`config.mk`:
```
export PLATFORM = sky130hd
export DESIGN_NAME = bcd_codec
export DESIGN_NICKNAME = d
export VERILOG_FILES = /design/src/rtl/bcd_codec.sv
export SDC_FILE = /design/constraint.sdc
export NUM_CORES = 1
export LEC_CHECK = 0
export ABC_CLOCK_PERIOD_IN_PS = 4100
export BUFFER_PORTS_ARGS = -buffer_cell sky130_fd_sc_hd__buf_4
export CORE_MARGIN = 1
export CORE_UTILIZATION = 32
export CTS_BUF_LIST = sky130_fd_sc_hd__clkbuf_2 sky130_fd_sc_hd__clkbuf_4 sky130_fd_sc_hd__clkbuf_8
export DETAILED_ROUTE_END_ITERATION = 16
export PLACE_DENSITY = 0.52
export SYNTH_ARGS = -nofsm -noshare
export SYNTH_HDL_FRONTEND = slang
export SYNTH_SLANG_ARGS = --single-unit
```
`constraint.sdc`:
```
create_clock -name clk -period 4.1 [get_ports clk]
set_input_delay 0.205 -clock clk [delete_from_list [all_inputs] [get_ports clk]]
set_output_delay 0.205 -clock clk [all_outputs]
set_load 0.05 [all_outputs]
```
`src/rtl/bcd_codec.sv`:
```
module bcd_codec (
  input  logic        clk,
  input  logic        rst_n,
  input  logic        start,
  input  logic        to_bcd,
  input  logic [15:0] din,
  output logic        busy,
  output logic        done,
  output logic [15:0] dout,
  output logic        range_err
);
  localparam int W      = 16;
  localparam int DIGITS = W / 4;
  localparam int MAXDEC = 9999;

  logic          run, mode, err;
  logic [W-1:0]  q, w, src;
  logic [3:0]    r;
  logic [3:0]    bit_cnt;
  logic [1:0]    dig_cnt;

  logic [4:0]    r_sh;
  logic          ge;
  logic [3:0]    r_nx;
  logic [W-1:0]  q_nx, w_dig, mac;

  function automatic logic bad_digit(input logic [W-1:0] v);
    logic b;
    b = 1'b0;
    for (int i = 0; i < DIGITS; i++)
      if (v[4*i +: 4] > 4'd9) b = 1'b1;
    return b;
  endfunction

  assign r_sh  = {r, q[W-1]};
  assign ge    = r_sh >= 5'd10;
  assign r_nx  = ge ? 4'(r_sh - 5'd10) : r_sh[3:0];
  assign q_nx  = {q[W-2:0], ge};
  assign w_dig = {r_nx, w[W-1:4]};
  assign mac   = 16'(w * 16'd10) + {12'd0, src[W-1:W-4]};
  assign busy  = run;

  always_ff @(posedge clk) begin
    if (!rst_n) begin
      run <= 1'b0; mode <= 1'b0; err <= 1'b0;
      q <= '0; w <= '0; src <= '0; r <= '0;
      bit_cnt <= '0; dig_cnt <= '0;
      done <= 1'b0; dout <= '0; range_err <= 1'b0;
    end else begin
      done <= 1'b0;
      if (!run) begin
        if (start) begin
          run     <= 1'b1;
          mode    <= to_bcd;
          q       <= din;
          src     <= din;
          r       <= '0;
          w       <= '0;
          bit_cnt <= '0;
          dig_cnt <= '0;
          err     <= to_bcd ? (din > 16'(MAXDEC)) : bad_digit(din);
        end
      end else if (mode) begin
        q       <= q_nx;
        r       <= r_nx;
        bit_cnt <= bit_cnt + 4'd1;
        if (bit_cnt == 4'd15) begin
          r       <= '0;
          w       <= w_dig;
          dig_cnt <= dig_cnt + 2'd1;
          if (dig_cnt == 2'(DIGITS - 1)) begin
            run       <= 1'b0;
            done      <= 1'b1;
            dout      <= w_dig;
            range_err <= err;
          end
        end
      end else begin
        w       <= mac;
        src     <= {src[W-5:0], 4'd0};
        dig_cnt <= dig_cnt + 2'd1;
        if (dig_cnt == 2'(DIGITS - 1)) begin
          run       <= 1'b0;
          done      <= 1'b1;
          dout      <= mac;
          range_err <= err;
        end
      end
    end
  end


  done_pulse_chk: assert property (@(posedge clk) disable iff (!rst_n) done |=> !done);

  done_after_run_chk: assert property (@(posedge clk) disable iff (!rst_n) done |-> $past(run) && !run);

  busy_from_start_chk: assert property (@(posedge clk) disable iff (!rst_n) $rose(busy) |-> $past(start));

  hold_out_chk: assert property (@(posedge clk) disable iff (!rst_n) !done |-> $stable(dout) && $stable(range_err));

  rem_bound_chk: assert property (@(posedge clk) disable iff (!rst_n) (run && mode) |-> r < 4'd10);
endmodule

```
==> metrics <==
cells along the critical path ha_1, ha_1, fa_1, nand3_2, a21boi_1, o32a_1, o22ai_2, nand4_2, nor4_2, xnor2_1, nor3b_1, a221o_1; Final setup viols 0; largest net degree at the start of global routing 69; clk root buf clkbuf_8; CTS tree yes; placed cell count 714; flop2flop setup slack 0.68 ns; Post-synth top flop dfxtp_1; CP top delay family compound AO/OA/AOI/OAI gates; unrepaired setup endpoints after global routing no; Final Hold Viols 0; Power Dens Cells 337 nW/µm²; Avg Synthesized Cell Area 8.47 µm²; final instance area 5100 µm²; Tot Pwr 1.72 mW; router iterations before antenna repair 5; Synth Area in Compound Gates 25.1%; simple-gate portion of the synthesized area 20.1%; clock period minus worst slack 3.42 ns; WL per Instance 15.1 µm; postcts setup bufs 0; CP Max Fanout 7; post-cts resize count 0; WP data arrival 3.68 ns; adder-cell share of the synthesized area 8.94%; full die area 14,600 µm²; share of layout cells above drive strength 1 12.1%; GRT Resource Usage Total 16.3%; Ys Warns 0; post-route setup TNS 0 ns; CP Buf/Inv Count 0; main combinational cell family by area after synthesis compound AO/OA/AOI/OAI gates; H-tree depth 3; Post-synth EDFFs 0; Critical Path Max Stage Delay 0.44 ns; DRC violations left 0; multiplexer share of the synthesized area 2.44%; clk buf depth 2; Synth-to-Final Area Change 13.2%; leakage 2.28 nW; Routed Antenna Nets 0; dpl ws 0.699 ns; FP Rows 42; min-delay worst type input pin to register; CTS clk-pin slew, worst paths 0.09 ns; Yosys reg bits 79; startpoint types register; CP Class register to register; max-slew violations 0; total wire length 11,000 µm; XOR/XNOR Fraction of Synth Area 4.61%; CP dominant cell by count ha_1; sequential share of the synthesized area 35.1%; Cells after Synth 532; ys async rst share 0%; fin util 37.8%; final period utilization 83.4%; TritonCTS Buffers 9; Post-DP HPWL 8020 µm; clock sinks 79; initial detailed-routing violation count 262; antenna diode count 0; via/cell ratio 5.27; first-pass GRT wire length 18,500 µm; relative slew slack 34.0%; mapped cell area 4500 µm²; DR vias 3,847; Min Hold Slack 0.0689 ns; net count after synthesis 583; maximum clock rate 0.292 GHz; total I/O pin count 39; status complete, no violations; Die Wd 121 µm; Post-DP Area 4890 µm²; Vert. Die Dim 121 µm; Starting Density 33.4%; # Max-Cap Violations 0; Final WS setup 0.680 ns; area of the core 13,500 µm²; Netlist cell types 60; Non-Filler Instances 730; cts hold-fix bufs 0; fin nets 600; gp weighted congestion 0.833; total congestion overflow 0; CP endpoint kind register; Worst Skew 0.0111 ns; maximum vdd drop 0.140 mV; number of global-route vias before repair 3,565; Worst path slowest cell fa_1; Port Buf Inserts 38; worst slew pin tran 0.986 ns; clk_lat worst skew 0.37 ns; Worst Path Required 4.36 ns; initial antenna violation count 0
-- cell families after synthesis --
group / Yosys count
simple gates: 182
compound gates: 165
flops: 79
buf+inv: 42
fa+ha+maj: 31
xor+xnor: 22
mux: 11
-- final cells by class --
| type | instances | area [µm²] |
|---|---|---|
| Fill cell | 1371 | 8410 |
| Multi-Input combinational cell | 411 | 2750 |
| Sequential cell | 79 | 1580 |
| Timing Repair Buffer | 40 | 300 |
| Tap cell | 176 | 220 |
| Clock buffer | 12 | 159 |
| Clock inverter | 4 | 52.6 |
| Inverter | 8 | 30.0 |
-- sequential cells by signal, indices dropped and copies added (netlist names) --
name	cells
busy	1
q	16
src	16
bit_cnt	4
mode	1
err	1
w	16
r	4
dout	16
dig_cnt	2
done	1
range_err	1
-- worst paths after layout --
kind,from,cells past startpoint,to
setup reg to reg,w[1],12,w[15]
hold / removal,start,2,busy
hold reg to reg,dout[13],2,dout[13]
setup / recovery,w[1],12,w[15]
-- synthesized netlist by cell type (2+ instances only) --
| master | count | area [µm²] |
|---|---|---|
| o21ai_1 | 5 | 25.0 |
| nand2b_1 | 4 | 25.0 |
| o221ai_1 | 2 | 17.5 |
| dfxtp_1 | 79 | 1580 |
| o21ai_0 | 25 | 125 |
| ha_1 | 29 | 363 |
| a21boi_0 | 8 | 60.1 |
| mux2i_1 | 11 | 110 |
| and2_1 | 8 | 50.1 |
| a211oi_1 | 3 | 22.5 |
| fa_1 | 2 | 40.0 |
| or2_2 | 2 | 12.5 |
| a22o_1 | 7 | 61.3 |
| nor2b_1 | 33 | 206 |
| a32oi_1 | 2 | 17.5 |
| xor2_1 | 8 | 70.1 |
| nor2_1 | 27 | 101 |
| nor3b_1 | 5 | 37.5 |
| o211ai_1 | 2 | 15.0 |
| a21oi_1 | 53 | 265 |
| inv_1 | 8 | 30.0 |
| nand3_1 | 14 | 70.1 |
| a22oi_1 | 9 | 67.6 |
| nand2_1 | 72 | 270 |
| xnor2_1 | 13 | 114 |
| clkbuf_2 | 2 | 10.0 |
| a21o_1 | 4 | 30.0 |
| buf_1 | 2 | 7.51 |
| o211a_1 | 27 | 270 |
| o31ai_1 | 3 | 22.5 |
| clkbuf_1 | 28 | 105 |
| a31oi_1 | 2 | 12.5 |
| nand4_1 | 4 | 25.0 |
| a2bb2oi_1 | 2 | 17.5 |
| nor3_1 | 2 | 10.0 |
-- worst reg2reg max path: cells and delay by family, from the launching register on --
kind	cells	cell delay, ns
compound gates	4	0.96
xor+xnor	1	0.23
fa+ha+maj	3	0.93
flops	1	0.41
simple gates	4	0.78
-- per-layer routing --
layer	global-route usage (%)	wire length (µm)	part of all wire, %
met1	24.0	5800	53
met2	23.0	4550	41
met3	4.15	493	4.5
met4	4.71	179	1.6
met5	0	0	0
-- cell usage in the layout, fill, tap and decap left out, types with 3 or more instances in the layout --
cell,synthesis,routed
nor2_1,27,27
and2_1,8,8
nand4_1,4,4
a21boi_0,8,8
o21ai_0,25,25
a211oi_1,3,3
dfxtp_1,79,78
a21o_1,4,4
nor3b_1,5,5
o31ai_1,3,3
o211a_1,27,27
ha_1,29,29
clkbuf_8,0,11
nand3_1,14,14
a22o_1,7,7
inv_1,8,8
nand2b_1,4,4
xnor2_1,13,13
mux2i_1,11,11
o21ai_1,5,5
xor2_1,8,8
nor2b_1,33,33
a22oi_1,9,9
a21oi_1,53,53
buf_4,0,40
nand2_1,72,72
-- power by group --
group          internal, mW  total [mW]  switching [mW]
combinational         0.102       0.248           0.146
sequential            0.805       0.836          0.0314
clock                 0.324       0.631           0.307
total                  1.23        1.72           0.485
Note: power is estimated with default switching activity, not from simulation.
